### src/rtl/dslot_pkg.sv
package dslot_pkg;
  localparam int INSTR_W  = 16;
  localparam int DATA_W   = 16;
  localparam int OP_W     = 4;
  localparam int NUM_REGS = 8;
  localparam int RA_W     = $clog2(NUM_REGS);
  localparam int IMM_W    = 6;

  localparam logic [OP_W-1:0] OPC_NOP  = 4'd0;
  localparam logic [OP_W-1:0] OPC_ADD  = 4'd1;
  localparam logic [OP_W-1:0] OPC_SUB  = 4'd2;
  localparam logic [OP_W-1:0] OPC_AND  = 4'd3;
  localparam logic [OP_W-1:0] OPC_OR   = 4'd4;
  localparam logic [OP_W-1:0] OPC_XOR  = 4'd5;
  localparam logic [OP_W-1:0] OPC_ADDI = 4'd6;
  localparam logic [OP_W-1:0] OPC_LD   = 4'd7;
  localparam logic [OP_W-1:0] OPC_ST   = 4'd8;
  localparam logic [OP_W-1:0] OPC_JMP  = 4'd9;
  localparam logic [OP_W-1:0] OPC_BEZ  = 4'd10;
  localparam logic [OP_W-1:0] OPC_HALT = 4'd15;

  typedef enum logic [2:0] {
    ALU_ADD = 3'd0,
    ALU_SUB = 3'd1,
    ALU_AND = 3'd2,
    ALU_OR  = 3'd3,
    ALU_XOR = 3'd4
  } aluOpT;

  // Strobes from control to datapath; all already qualified by a firing slot.
  typedef struct packed {
    logic  regWe;
    aluOpT aluOp;
    logic  useImm;
    logic  memRd;
    logic  memWr;
    logic  jump;
    logic  branch;
    logic  halt;
    logic  stall;
  } ctrlT;
endpackage

### src/rtl/dslot_alu.sv
module dslot_alu
  import dslot_pkg::*;
#(
  parameter int W = DATA_W
) (
  input  logic [W-1:0] opA,
  input  logic [W-1:0] opB,
  input  aluOpT        op,
  output logic [W-1:0] result
);
  always_comb begin
    unique case (op)
      ALU_ADD: result = opA + opB;
      ALU_SUB: result = opA - opB;
      ALU_AND: result = opA & opB;
      ALU_OR:  result = opA | opB;
      ALU_XOR: result = opA ^ opB;
      default: result = opA + opB;
    endcase
  end
endmodule

### src/rtl/dslot_regfile.sv
module dslot_regfile #(
  parameter int W      = 16,
  parameter int NREGS  = 8,
  parameter int NREAD  = 4,
  parameter int NWRITE = 2,
  localparam int AW    = $clog2(NREGS)
) (
  input  logic                        clk,
  input  logic                        rst,
  input  logic [NREAD-1:0][AW-1:0]    rdAddr,
  output logic [NREAD-1:0][W-1:0]     rdData,
  input  logic [NWRITE-1:0]           wrEn,
  input  logic [NWRITE-1:0][AW-1:0]   wrAddr,
  input  logic [NWRITE-1:0][W-1:0]    wrData
);
  logic [W-1:0] regs [NREGS];

  // Higher-numbered write ports win on a collision (younger instruction).
  always_ff @(posedge clk) begin
    if (rst) begin
      for (int i = 0; i < NREGS; i++) regs[i] <= '0;
    end else begin
      for (int w = 0; w < NWRITE; w++) begin
        if (wrEn[w] && (wrAddr[w] != '0)) regs[wrAddr[w]] <= wrData[w];
      end
    end
  end

  for (genvar p = 0; p < NREAD; p++) begin : g_read
    assign rdData[p] = regs[rdAddr[p]];
  end
endmodule

### src/rtl/dslot_control.sv
module dslot_control
  import dslot_pkg::*;
(
  input  logic [OP_W-1:0] op,
  input  logic [RA_W-1:0] rd,
  input  logic [RA_W-1:0] rs,
  input  logic [RA_W-1:0] rt,
  input  logic            eValid,
  input  logic            loadPend,
  input  logic [RA_W-1:0] loadRd,
  output ctrlT            ctrl
);
  logic  wantWe, useImm, memRd, memWr, jmp, br, hlt;
  logic  readA, readB, readD;
  aluOpT aluSel;
  logic  hazard, fire;

  always_comb begin
    wantWe = 1'b0; useImm = 1'b0; memRd = 1'b0; memWr = 1'b0;
    jmp = 1'b0; br = 1'b0; hlt = 1'b0;
    readA = 1'b0; readB = 1'b0; readD = 1'b0;
    aluSel = ALU_ADD;
    case (op)
      OPC_ADD:  begin wantWe = 1'b1; readA = 1'b1; readB = 1'b1; aluSel = ALU_ADD; end
      OPC_SUB:  begin wantWe = 1'b1; readA = 1'b1; readB = 1'b1; aluSel = ALU_SUB; end
      OPC_AND:  begin wantWe = 1'b1; readA = 1'b1; readB = 1'b1; aluSel = ALU_AND; end
      OPC_OR:   begin wantWe = 1'b1; readA = 1'b1; readB = 1'b1; aluSel = ALU_OR;  end
      OPC_XOR:  begin wantWe = 1'b1; readA = 1'b1; readB = 1'b1; aluSel = ALU_XOR; end
      OPC_ADDI: begin wantWe = 1'b1; readA = 1'b1; useImm = 1'b1; end
      OPC_LD:   begin memRd = 1'b1; readA = 1'b1; useImm = 1'b1; end
      OPC_ST:   begin memWr = 1'b1; readA = 1'b1; readD = 1'b1; useImm = 1'b1; end
      OPC_JMP:  jmp = 1'b1;
      OPC_BEZ:  begin br = 1'b1; readA = 1'b1; end
      OPC_HALT: hlt = 1'b1;
      default:  ;
    endcase
  end

  // Load-use: the value arrives only at the end of the data step.
  always_comb begin
    hazard = eValid && loadPend && (loadRd != '0) &&
             ((readA && rs == loadRd) || (readB && rt == loadRd) ||
              (readD && rd == loadRd));
    fire   = eValid && !hazard;
  end

  always_comb begin
    ctrl.regWe  = fire && wantWe;
    ctrl.aluOp  = aluSel;
    ctrl.useImm = useImm;
    ctrl.memRd  = fire && memRd;
    ctrl.memWr  = fire && memWr;
    ctrl.jump   = fire && jmp;
    ctrl.branch = fire && br;
    ctrl.halt   = fire && hlt;
    ctrl.stall  = hazard;
  end
endmodule

### src/rtl/dslot_datapath.sv
module dslot_datapath
  import dslot_pkg::*;
#(
  parameter int PC_W    = 8,
  parameter int DADDR_W = 8
) (
  input  logic               clk,
  input  logic               rst,
  input  ctrlT               ctrl,
  output logic [PC_W-1:0]    imemAddr,
  input  logic [INSTR_W-1:0] imemRdata,
  output logic [DADDR_W-1:0] dmemAddr,
  output logic               dmemRe,
  output logic               dmemWe,
  output logic [DATA_W-1:0]  dmemWdata,
  input  logic [DATA_W-1:0]  dmemRdata,
  input  logic [RA_W-1:0]    dbgAddr,
  output logic [DATA_W-1:0]  dbgData,
  output logic [OP_W-1:0]    eOp,
  output logic [RA_W-1:0]    eRd,
  output logic [RA_W-1:0]    eRs,
  output logic [RA_W-1:0]    eRt,
  output logic               eValid,
  output logic               loadPend,
  output logic [RA_W-1:0]    loadRd,
  output logic               redirect,
  output logic               done
);
  localparam int RD_PORTS = 4;
  localparam int WR_PORTS = 2;

  logic [PC_W-1:0]  pcQ, ePcQ, target;
  logic             eValidQ, haltedQ, dLoadQ;
  logic [RA_W-1:0]  dRdQ;
  logic [IMM_W-1:0] imm;
  logic [DATA_W-1:0] immData, opB, aluY;
  logic [PC_W-1:0]  immPc;
  logic [RD_PORTS-1:0][RA_W-1:0]   rfRdAddr;
  logic [RD_PORTS-1:0][DATA_W-1:0] rfRdData;
  logic [WR_PORTS-1:0]             rfWe;
  logic [WR_PORTS-1:0][RA_W-1:0]   rfWaddr;
  logic [WR_PORTS-1:0][DATA_W-1:0] rfWdata;

  // Execute-slot fields come straight from the synchronous fetch return.
  assign eOp = imemRdata[15:12];
  assign eRd = imemRdata[11:9];
  assign eRs = imemRdata[8:6];
  assign eRt = imemRdata[5:3];
  assign imm = imemRdata[IMM_W-1:0];

  assign immData = {{(DATA_W-IMM_W){imm[IMM_W-1]}}, imm};
  assign immPc   = {{(PC_W-IMM_W){imm[IMM_W-1]}}, imm};

  assign rfRdAddr = {dbgAddr, eRd, eRt, eRs};
  assign rfWe     = {ctrl.regWe, dLoadQ};
  assign rfWaddr  = {eRd, dRdQ};
  assign rfWdata  = {aluY, dmemRdata};

  dslot_regfile #(
    .W(DATA_W), .NREGS(NUM_REGS), .NREAD(RD_PORTS), .NWRITE(WR_PORTS)
  ) u_rf (
    .clk(clk), .rst(rst),
    .rdAddr(rfRdAddr), .rdData(rfRdData),
    .wrEn(rfWe), .wrAddr(rfWaddr), .wrData(rfWdata)
  );

  assign opB = ctrl.useImm ? immData : rfRdData[1];

  dslot_alu #(.W(DATA_W)) u_alu (
    .opA(rfRdData[0]), .opB(opB), .op(ctrl.aluOp), .result(aluY)
  );

  assign redirect = ctrl.jump || (ctrl.branch && (rfRdData[0] == '0));
  assign target   = ePcQ + PC_W'(1) + immPc;

  // A held slot re-fetches its own word so the synchronous return repeats.
  assign imemAddr = ctrl.stall ? ePcQ : pcQ;

  always_ff @(posedge clk) begin
    if (rst) begin
      pcQ     <= '0;
      ePcQ    <= '0;
      eValidQ <= 1'b0;
      haltedQ <= 1'b0;
      dLoadQ  <= 1'b0;
      dRdQ    <= '0;
    end else begin
      dLoadQ <= ctrl.memRd;
      dRdQ   <= eRd;
      if (!ctrl.stall) begin
        ePcQ    <= pcQ;
        eValidQ <= !(haltedQ || ctrl.halt);
        if (ctrl.halt) haltedQ <= 1'b1;
        if (!(haltedQ || ctrl.halt)) pcQ <= redirect ? target : pcQ + PC_W'(1);
      end
    end
  end

  assign dmemAddr  = aluY[DADDR_W-1:0];
  assign dmemRe    = ctrl.memRd;
  assign dmemWe    = ctrl.memWr;
  assign dmemWdata = rfRdData[2];
  assign dbgData   = rfRdData[3];
  assign eValid    = eValidQ;
  assign loadPend  = dLoadQ;
  assign loadRd    = dRdQ;
  assign done      = haltedQ;
endmodule

### src/rtl/dslot_core.sv
module dslot_core
  import dslot_pkg::*;
#(
  parameter int PC_W    = 8,
  parameter int DADDR_W = 8
) (
  input  logic               clk,
  input  logic               rst,
  output logic [PC_W-1:0]    imemAddr,
  input  logic [INSTR_W-1:0] imemRdata,
  output logic [DADDR_W-1:0] dmemAddr,
  output logic               dmemRe,
  output logic               dmemWe,
  output logic [DATA_W-1:0]  dmemWdata,
  input  logic [DATA_W-1:0]  dmemRdata,
  input  logic [RA_W-1:0]    dbgAddr,
  output logic [DATA_W-1:0]  dbgData,
  output logic               done
);
  ctrlT            ctrlW;
  logic [OP_W-1:0] opW;
  logic [RA_W-1:0] rdW, rsW, rtW, loadRdW;
  logic            eValidW, loadPendW, redirectW;

  dslot_control u_ctl (
    .op(opW), .rd(rdW), .rs(rsW), .rt(rtW),
    .eValid(eValidW), .loadPend(loadPendW), .loadRd(loadRdW),
    .ctrl(ctrlW)
  );

  dslot_datapath #(.PC_W(PC_W), .DADDR_W(DADDR_W)) u_dp (
    .clk(clk), .rst(rst), .ctrl(ctrlW),
    .imemAddr(imemAddr), .imemRdata(imemRdata),
    .dmemAddr(dmemAddr), .dmemRe(dmemRe), .dmemWe(dmemWe),
    .dmemWdata(dmemWdata), .dmemRdata(dmemRdata),
    .dbgAddr(dbgAddr), .dbgData(dbgData),
    .eOp(opW), .eRd(rdW), .eRs(rsW), .eRt(rtW),
    .eValid(eValidW), .loadPend(loadPendW), .loadRd(loadRdW),
    .redirect(redirectW), .done(done)
  );
endmodule

### config.mk
export PLATFORM = sky130hd
export DESIGN_NAME = dslot_core
export DESIGN_NICKNAME = d
export VERILOG_FILES = /design/src/rtl/dslot_pkg.sv /design/src/rtl/dslot_alu.sv /design/src/rtl/dslot_regfile.sv /design/src/rtl/dslot_control.sv /design/src/rtl/dslot_datapath.sv /design/src/rtl/dslot_core.sv
export SDC_FILE = /design/constraint.sdc
export NUM_CORES = 1
export LEC_CHECK = 0
export ABC_AREA = 0
export BUFFER_PORTS_ARGS = -buffer_cell sky130_fd_sc_hd__buf_2
export CORE_AREA = 10 10 216 218
export DETAILED_ROUTE_END_ITERATION = 6
export DIE_AREA = 0 0 226 228
export HOLD_SLACK_MARGIN = 0.06
export PLACE_DENSITY_LB_ADDON = 0.1
export SYNTH_ARGS = -nofsm -noshare
export SYNTH_HDL_FRONTEND = slang
export SYNTH_SLANG_ARGS = --single-unit
### constraint.sdc
create_clock -name clk -period 11.91 [get_ports clk]
set_input_delay 1.191 -clock clk [delete_from_list [all_inputs] [get_ports clk]]
set_output_delay 1.191 -clock clk [all_outputs]
set_load 0.005 [all_outputs]
==> summary.txt, run 1 <==
Design Area, Final - 14,300 µm²
Die Wd - 226 µm
Initial Util - 29.6%
Clk_lat worst skew - 0.50 ns
Initial antenna violation count - 0
Crit Path Max Fanout - 34
Top cell type by total area after synthesis - edfxtp_1
WP data required - 10.72 ns
CTS root buffer - clkbuf_16
Share of the synthesized area in the top cell type - 30.5%
Postcts setup bufs - 0
Detailed-route DRC error count - 0
Tcrit/Tclk final - 61.5%
Most common cell in the netlist - o21ai_0
Total Neg Setup Slack - 0 ns
I/O pin cnt - 88
Number of enable flip-flop cells after synthesis - 128
# setup viols final - 0
Crit-path cells - buf_2, buf_4, mux4_2, nor4bb_1, a221oi_1, ha_1, nand2_1, o21ai_0, fa_1, nor2b_1, o21ai_0, a21boi_0, o21a_1, nor2_1, xnor2_1, a21oi_1, inv_1, buf_2
Hold Path Class - flop to flop
DRT Wirelength - 53,200 µm
Vias in the first global route - 10.6k
Tmin final - 7.33 ns
All-Layer GR Usage - 20.6%
Clock-pin slew on the worst setup and hold paths - 0.07 ns
Outcome - complete, no violations
CTS tree - yes
Pwr/cell area - 124 nW/µm²
H-tree depth - 4
FFs w/ async S/R, synth - 0%
WL/cell - 29.2 µm
DR iter-0 viols - 1,424
Dpl hpwl - 34,700 µm
WS Path Type - input port to primary output
FF+latch count, synth - 150
Top Family by Delay on Critical Path - compound AO/OA/AOI/OAI gates
Yosys synthesis warning count - 0
Max_cap viols - 0
Synthesized area - 12,600 µm²
Slew headroom - 22.2%
Total Nets Final - 1,360
Filler Cell Count - 4,343
Final Max Slew Viols - 0
Post-CTS sizing - 0
Synthesized area per cell - 10.5 µm²
Crit. End Element - primary output
TritonCTS buffer count - 17
CTS Hold Bufs - 0
DR vias - 10.9k
RSZ-0062 raised after global routing - no
Fin. Hold Viols - 0
P&R area growth vs syn - 13.2%
P_leak - 5.39 nW
Placeable Area - 42,500 µm²
Synth top cells by count - 133 x o21ai_0, 128 x edfxtp_1, 120 x nand3_1, 94 x mux4_2, 77 x a22oi_1
CP max stage delay - 0.73 ns
Port Buffer Count - 87
Overflow after GRT - 0
N_diodes - 0
Routability cong. - 0.823
Seq/Total Area, Yosys - 34.0%
Arr. time, crit path - 6.13 ns
Post-synth top flop - edfxtp_1
Slowest-stage cell, CP - a21oi_1
Die ar. - 51,500 µm²
Ranking of synthesized cells by area - edfxtp_1 31%, mux4_2 17%, ha_1 5.9%, o21ai_0 5.3%, nand3_1 4.8%
Largest net degree at the start of global routing - 39
CTS Sinks - 150
DR vias/cell - 6.00
Die height - 228 µm
Site Rows - 76
CP startpoint kind - input port
WP buf/inv - 4
Final Skew - 0.0220 ns
Syn Inst Count - 1,199
Peak Freq - 137 MHz
Clk buf depth - 2
Ratio of cells with drive above 1 in the final layout - 24.3%
Worst-Margin Slew - 1.16 ns
DP Area - 13,600 µm²
First-pass GRT wire length - 76,700 µm
Unique cell type count in the Yosys netlist - 71
Pre-Repair DR Iteration Count - 6
Max VDD drop - 0.0783 mV
Antenna Nets Post-Route - 0
-- cell usage in the layout, fill, tap and decap left out, types with 4 or more instances in the layout --
cell       synthesis  routed
o21ai_0          133     133
nand2b_1           4       4
inv_6              0       4
nor3_1            20      17
dfxtp_1           22      22
and2_1            12      12
a21o_1            13      13
edfxtp_1         128     128
buf_4              6      42
nand3_1          120     120
a31oi_1           11      11
o21ai_1            5       4
mux2_2            28      28
clkbuf_16          0      17
nor2_1            52      52
or4_1              7       7
a22oi_1           77      77
nand4_1           31      31
nor2b_1            7       7
xnor2_1           33      33
nand2_1           41      41
a221oi_1           4       4
o31a_1             4       4
buf_2              7      87
o22ai_1            4       4
or3_1             12      12
o21a_1             5       5
inv_1             54      54
a21oi_1           35      35
xor2_1             6       6
conb_1             1      16
mux2i_1           18      18
nor4_1             5       4
ha_1              59      59
mux4_2            94      94
-- state kept, by name, summed over array words and instances, names as in the netlist --
signal,flops
u_dp.u_rf.regs,128
u_dp.ePcQ,8
u_dp.pcQ,8
u_dp.loadRd,3
u_dp.done,1
u_dp.eValid,1
u_dp.loadPend,1
-- worst min-delay path: stages, from the launching register on --
cell	delay [ns]
dfxtp_1	0.36
nand2_1	0.08
a31oi_1	0.06
-- logic make-up (layout without fill, tap and decap cells) --
family	count (synthesis)	in the layout	share of synthesized area, %
mux	142	142	21.2
fa+ha+maj	61	61	6.18
other cells	1	16	0.0298
simple gates	330	330	13.9
buf+inv	155	216	5.52
compound gates	319	319	16.2
flops	150	150	34.0
xor+xnor	41	41	2.97
-- through the flow --
step | power [mW] | hold slack (ns) | setup WS [ns] | utilization, % | instances
6_report | 1.77 | 0.548 | 4.58 | 33.5 | 1821
4_1_cts | 1.79 | 0.540 | 4.59 | 33.5 | 1821
5_1_grt | 1.86 | 0.578 | 4.15 | 33.5 | 1821
2_1_floorplan | 0.961 | 0.485 | 6.07 | - | 1214
3_5_place_dp | 1.18 | 0.528 | 4.60 | 32.1 | 1789
3_3_place_gp | 1.18 | 0.522 | 4.64 | 32.1 | 1789
-- report_power, final --
| group | switching [mW] | leakage (nW) | internal (mW) |
|---|---|---|---|
| combinational | 0.348 | 3.58 | 0.200 |
| sequential | 0.0286 | 1.49 | 0.595 |
| clock | 0.268 | 0.306 | 0.335 |
-- path summary, 6_finish.rpt --
| check | endpoint | cells past startpoint | startpoint | slack (ns) |
|---|---|---|---|---|
| worst min-delay path | u_dp.pcQ[0] | 2 | u_dp.pcQ[0] | 0.55 |
| worst min register to register | u_dp.pcQ[0] | 2 | u_dp.pcQ[0] | 0.55 |
| worst max-delay path | dmemAddr[6] | 18 | imemRdata[3] | 4.58 |
| worst max register to register | u_dp.u_rf.regs[6][12] | 16 | u_dp.u_rf.regs[6][1] | 6.16 |
-- area by class of cell --
cell class,instances,area [µm²],area share (%)
clock buffers,17,425,2.99
repair buffers,129,751,5.27
inverters,55,206,1.45
well taps,546,683,4.79
clock inverters,15,190,1.33
multi-input cells,909,7710,54.1
flip-flops and latches,150,4280,30.1
-- per-layer routing --
metal,routed length [µm],GRT usage (%),vias up
met5,0,0,-
met4,1530,7.77,0
met3,3770,3.77,89
met2,24800,32.2,513
met1,23100,27.8,5517
li1,-,-,4813
(Power assumes the default switching activity.)
==> run 2, diff against run 1 <==
==> constraint.sdc (replaced) <==
create_clock -name clk -period 6.95 [get_ports clk]
set_input_delay 0.695 -clock clk [delete_from_list [all_inputs] [get_ports clk]]
set_output_delay 0.695 -clock clk [all_outputs]
set_load 0.005 [all_outputs]
==> run 2 against run 1 <==
Critical path depth up 1; routed wire length down 2.1%; clock-buffer cell count up 1; via count down 0.72%; clock skew down 0.011 ns; register-to-register slack worse by 4.7 ns; global-route usage down 0.43 points; final cell count up 0.55%; critical path type is now input port to flop.
==> summary.txt, run 2 (same netlist as run 1, synthesis figures left out) <==
Worst-Margin Slew - 1.23 ns (+0.0695 ns)
Vias in the first global route - 10.6k (+0.30%)
Max VDD drop - 0.146 mV (+87%)
Final Max Slew Viols - 0 (unchanged)
Ratio of cells with drive above 1 in the final layout - 24.8% (+0.53 points)
Largest net degree at the start of global routing - 36 (-7.7%)
P_leak - 5.41 nW (+0.40%)
Filler Cell Count - 4,275 (-1.6%)
Largest Register - u_dp.u_rf.regs
CTS tree - yes
Clk_lat worst skew - 0.48 ns (-0.02 ns)
Die ar. - 51,500 µm² (unchanged)
CTS Sinks - 150 (unchanged)
H-tree depth - 4 (unchanged)
FF+latch area - 4280 µm² (unchanged)
Crit Path Max Fanout - 15 (-56%)
Routability cong. - 0.846 (+2.8%)
Crit. End Element - flop
Initial antenna violation count - 1 (+1)
Pre-Repair DR Iteration Count - 5 (-1)
Die height - 228 µm (unchanged)
Footprint of the multi-input gates - 7720 µm² (about the same)
Port Buffer Count - 87 (unchanged)
DR vias/cell - 5.93 (-1.3%)
Antenna Nets Post-Route - 0 (unchanged)
Site Rows - 76 (unchanged)
# setup viols final - 0 (unchanged)
Total Nets Final - 1,369 (+0.66%)
CTS root buffer - clkbuf_16
WP data required - 7.15 ns (-3.57 ns)
Clock-pin slew on the worst setup and hold paths - 0.07 ns (about the same)
Most frequent CP cell - a21oi_1
Psw - 1.08 mW (+68%)
All-Layer GR Usage - 20.2% (-0.43 points)
Regs by FF count - u_dp.u_rf.regs x128, u_dp.ePcQ x8, u_dp.pcQ x8
Hold Path Class - flop to flop
Total Neg Setup Slack - 0 ns (unchanged)
Overflow after GRT - 0 (unchanged)
WS Path Type - input port to flop
DR iter-0 viols - 1,078 (-24%)
DR vias - 10.9k (-0.72%)
CTS Hold Bufs - 0 (unchanged)
Share of power burned in combinational logic - 31.8% (+0.9 points)
Slew headroom - 17.2% (-5.0 points)
Outcome - complete, no violations
Dpl hpwl - 36,400 µm (+4.9%)
Placeable Area - 42,500 µm² (unchanged)
Final Skew - 0.0112 ns (-0.0108 ns)
Reg power frac - 35.2% (about the same)
Die Wd - 226 µm (unchanged)
Final Util - 33.7% (+0.16 points)
Clk buf depth - 2 (unchanged)
CP startpoint kind - input port
DRT Wirelength - 52,100 µm (-2.1%)
I/O pin cnt - 88 (unchanged)
Internal power - 1.95 mW (+73%)
Post-CTS sizing - 0 (unchanged)
Peak Freq - 177 MHz
Detailed-route DRC error count - 0 (unchanged)
Arr. time, crit path - 5.84 ns (-0.29 ns)
Crit-path cells - buf_2, buf_4, mux4_2, or3_4, a22oi_4, inv_2, nor4_4, nand4_1, nor2_1, a21oi_1, xnor2_1, ha_1, a21oi_1, nor3b_1, o31ai_1, a41oi_1, xnor2_1, a21oi_1, o21ai_0
Slowest-stage cell, CP - mux4_2
Most frequent cells in the layout - 133 x o21ai_0, 128 x edfxtp_1, 120 x nand3_1
Fin. Hold Viols - 0 (unchanged)
CP max stage delay - 0.60 ns (-0.13 ns)
First-pass GRT wire length - 75,600 µm (-1.4%)
Most common cell after layout, fill and taps aside - o21ai_0
Max reg flops - 128 (unchanged)
Initial Util - 29.6% (unchanged)
Max_cap viols - 0 (unchanged)
Tmin final - 5.65 ns
Pwr/cell area - 212 nW/µm² (+70%)
P&R area growth vs syn - 13.7%
Postcts setup bufs - 0 (unchanged)
Clk pwr share - 33.0% (-1.0 points)
Tcrit/Tclk final - 81.3%
RSZ-0062 raised after global routing - no
WL/cell - 28.4 µm (-2.6%)
Net Sw Frac - 35.7% (-0.60 points)
TritonCTS buffer count - 17 (unchanged)
[run 2: changes by cell type in the layout (fill, tap and decap cells not counted), sizes merged]
cell      before  now
buf          129  138
clkbuf        17   18
clkinvlp       0    4
diode          0    1
inv           62   57
[run 2: layout make-up]
type	count	area share, %
Inverter	55	1.44
Multi-Input combinational cell	909	53.9
Clock buffer	18	3.00
Antenna cell	1	0.0175
Clock inverter	14	1.23
Tap cell	546	4.77
Sequential cell	150	29.9
Timing Repair Buffer	138	5.72
[run 2: routing by layer]
| metal | part of all wire, % | global-route usage, % |
|---|---|---|
| met4 | 3.4 | 8.19 |
| met3 | 7.2 | 4.63 |
| met2 | 48 | 32.1 |
| met5 | 0 | 0 |
| met1 | 42 | 25.9 |
[run 2: critical path: cells and delay by family]
| kind | cells | cell delay, ns |
|---|---|---|
| AND/OR/NAND/NOR | 5 | 1.38 |
| buffers and inverters | 3 | 0.63 |
| multiplexers | 1 | 0.60 |
| AO/OA/AOI/OAI | 7 | 1.88 |
| XOR/XNOR | 2 | 0.27 |
| adder cells (fa/ha/maj) | 1 | 0.35 |
[run 2: per-stage QoR]
stage	total power, mW	worst slack, ns	hold WS [ns]	cell area (µm²)	cells
finish	3.04	1.30	0.535	14300	1831
CTS	3.05	1.36	0.523	14300	1830
detailed placement	2.05	0.865	0.530	13700	1798
floorplan	1.65	1.91	0.485	12700	1214
global placement	2.05	0.907	0.530	13700	1798
global route	3.18	0.948	0.555	14300	1831
[run 2: path summary, 6_finish.rpt]
path                            slack [ns]                  from  depth (start not counted)                     to
worst min register to register        0.54           u_dp.pcQ[2]                          2            u_dp.pcQ[2]
worst max register to register        1.42  u_dp.u_rf.regs[7][1]                         16  u_dp.u_rf.regs[7][12]
worst max-delay path                  1.30          imemRdata[3]                         19  u_dp.u_rf.regs[7][13]
worst min-delay path                  0.54           u_dp.pcQ[2]                          2            u_dp.pcQ[2]
[run 2: power by group through the flow]
stage	combinational [mW]	clock, mW	sequential (mW)
detailed placement	0.961	0	1.09
global placement	0.964	0	1.09
CTS	0.967	1.02	1.07
floorplan	0.585	0	1.06
finish	0.964	1.00	1.07
global route	1.05	1.05	1.07
==> run 3, diff against run 2 <==
==> constraint.sdc (replaced) <==
create_clock -name clk -period 4.55 [get_ports clk]
set_input_delay 0.455 -clock clk [delete_from_list [all_inputs] [get_ports clk]]
set_output_delay 0.455 -clock clk [all_outputs]
set_load 0.005 [all_outputs]
==> run 3 against run 2 <==
Total power rose by 64%; sequential cell count unchanged; clock-buffer cell count decreased by 1; register-to-register slack worse by 1.4 ns; combinational power up 91%; clock power rose by 49%; via count increased by 5.1%; clock skew up 0.0039 ns; non-clock buffer count is 146 higher; hold slack got worse by 0.20 ns; routed wire length rose by 1.0%.
==> summary.txt, run 3 (same netlist as run 1, synthesis figures left out) <==
CTS Hold Bufs - 0 (unchanged)
Filler Cell Count - 4,208 (-1.6%)
DR vias/cell - 5.77 (-2.6%)
Largest net degree at the start of global routing - 36 (unchanged)
Clk_lat worst skew - 0.49 ns (about the same)
Final Skew - 0.0151 ns (+0.00386 ns)
Detailed-route DRC error count - 0 (unchanged)
Most common cell after layout, fill and taps aside - buf_4
WL/cell - 26.6 µm (-6.4%)
Total Nets Final - 1,515 (+11%)
Internal power - 3.21 mW (+64%)
DRT Wirelength - 52,600 µm (+1.0%)
P&R area growth vs syn - 24.2%
Tmin final - 4.52 ns
Die ar. - 51,500 µm² (unchanged)
Arr. time, crit path - 4.74 ns (-1.10 ns)
Port Buffer Count - 87 (unchanged)
First-pass GRT wire length - 77,200 µm (+2.2%)
Vias in the first global route - 11.0k (+3.9%)
Peak Freq - 221 MHz
# setup viols final - 0 (unchanged)
CTS tree - yes
DR vias - 11.4k (+5.1%)
Psw - 1.77 mW (+63%)
Final Util - 36.8% (+3.1 points)
Overflow after GRT - 0 (unchanged)
Initial Util - 29.6% (unchanged)
Tcrit/Tclk final - 99.3%
Net Sw Frac - 35.6% (-0.16 points)
Layout Cells excl Fill - 1,976 (+7.9%)
Dpl hpwl - 38,300 µm (+5.3%)
WS Path Type - flop to flop
Die Wd - 226 µm (unchanged)
Ratio of cells with drive above 1 in the final layout - 34.8% (+10 points)
All-Layer GR Usage - 20.3% (+0.13 points)
Placeable Area - 42,500 µm² (unchanged)
Antenna Nets Post-Route - 0 (unchanged)
Pwr/cell area - 318 nW/µm² (+50%)
Hold Path Class - input port to flop
I/O pin cnt - 88 (unchanged)
Crit. End Element - flop
Crit-path cells - mux4_2, or3_1, a22o_1, nor4_4, a21oi_2, xnor2_2, ha_1, a21o_1, or4_4, a311oi_4, o211ai_1, a21o_1, a31oi_4, o21ai_1
Max reg flops - 128 (unchanged)
RSZ-0062 raised after global routing - yes
Crit Path Max Fanout - 7 (-8)
DR iter-0 viols - 1,132 (+5.0%)
CTS Sinks - 150 (unchanged)
Final Max Slew Viols - 0 (unchanged)
Top Family by Delay on Critical Path - compound AO/OA/AOI/OAI gates
CTS root buffer - clkbuf_16
Regs by FF count - u_dp.u_rf.regs x128, u_dp.ePcQ x8, u_dp.pcQ x8
Placed Cells - 1,934 (+7.6%)
Reg power frac - 33.0% (-2.2 points)
Routability cong. - 0.848 (+0.17%)
Die height - 228 µm (unchanged)
Most frequent CP cell - a21o_1
H-tree depth - 4 (unchanged)
TritonCTS buffer count - 17 (unchanged)
Clock-pin slew on the worst setup and hold paths - 0.07 ns (about the same)
Fin. Hold Viols - 0 (unchanged)
Site Rows - 76 (unchanged)
Clk pwr share - 30.0% (-3.0 points)
Worst-Margin Slew - 0.904 ns (-0.327 ns)
Slowest-stage cell, CP - mux4_2
Outcome - complete, no violations
Pre-Repair DR Iteration Count - 7 (+2)
CP startpoint kind - flop
Clk buf depth - 2 (unchanged)
Initial antenna violation count - 1 (unchanged)
Max VDD drop - 0.212 mV (+45%)
WP buf/inv - 0 (-3)
Share of power burned in combinational logic - 37.0% (+5.2 points)
WP data required - 4.78 ns (-2.37 ns)
CP max stage delay - 0.49 ns (-0.11 ns)
N_diodes - 0 (-1)
Slew headroom - 39.8% (+23 points)
Most frequent cells in the layout - 191 x buf_4, 128 x edfxtp_1, 120 x nand3_1
Largest Register - u_dp.u_rf.regs
P_leak - 6.20 nW (+15%)
Max_cap viols - 0 (unchanged)
## run 3: changes by cell type in the layout (fill, tap and decap cells not counted), sizes merged
cell / before / now
bufinv: 3 / 2
clkinv: 5 / 6
buf: 138 / 284
inv: 57 / 62
clkbuf: 18 / 17
clkinvlp: 4 / 0
diode: 1 / 0
## run 3: final timing paths
| check | depth (start not counted) | slack, ns | start | endpoint |
|---|---|---|---|---|
| worst max register to register | 14 | 0.03 | u_dp.u_rf.regs[4][6] | u_dp.u_rf.regs[6][14] |
| worst min register to register | 2 | 0.54 | u_dp.pcQ[2] | u_dp.pcQ[2] |
| worst max-delay path | 14 | 0.03 | u_dp.u_rf.regs[4][6] | u_dp.u_rf.regs[6][14] |
| worst min-delay path | 2 | 0.34 | imemRdata[11] | u_dp.loadRd[2] |
## run 3: final cells by class
| type | count | area (µm²) | area share, % |
|---|---|---|---|
| Clock buffer | 17 | 425 | 2.72 |
| Inverter | 55 | 206 | 1.32 |
| Clock inverter | 15 | 165 | 1.06 |
| Tap cell | 546 | 683 | 4.37 |
| Timing Repair Buffer | 284 | 1980 | 12.7 |
| Sequential cell | 150 | 4280 | 27.4 |
| Multi-Input combinational cell | 909 | 7900 | 50.5 |
## run 3: per-stage QoR
stage	total power [mW]	setup WS [ns]	area, µm²	TNS, ns	hold WS (ns)
after floorplan	2.53	0.00878	12700	0	0.485
after global placement	3.39	-0.387	14800	-9.40	0.524
after detailed placement	3.39	-0.415	14800	-10.48	0.531
after CTS	4.93	0.00250	15500	0	0.292
after global routing	5.22	-0.186	15600	-2.75	0.331
final	4.97	0.0316	15600	0	0.335
## run 3: per-layer routing
metal  global-route usage (%)  vias to the layer above  wire length (µm)
li1                         -                     5122                 -
met1                     28.7                     5749             23700
met2                     30.6                      480             24000
met3                     4.22                       55              3850
met4                     5.76                        0              1050
met5                        0                        -                 0
## run 3: what timing repair did
item | CTS | global route
buffers inserted | 4 | 6
pin swaps | 9 | 31
resized for setup | 13 | 45
setup endpoints to repair | 29 | 52
cloned | 0 | 0
## run 3: power by group through the flow
stage / Combinational (mW) / Clock, mW / Sequential (mW)
6_report: 1.84 / 1.49 / 1.64
5_1_grt: 2.00 / 1.58 / 1.65
2_1_floorplan: 0.907 / 0 / 1.62
3_5_place_dp: 1.73 / 0 / 1.67
4_1_cts: 1.77 / 1.53 / 1.64
3_3_place_gp: 1.73 / 0 / 1.67
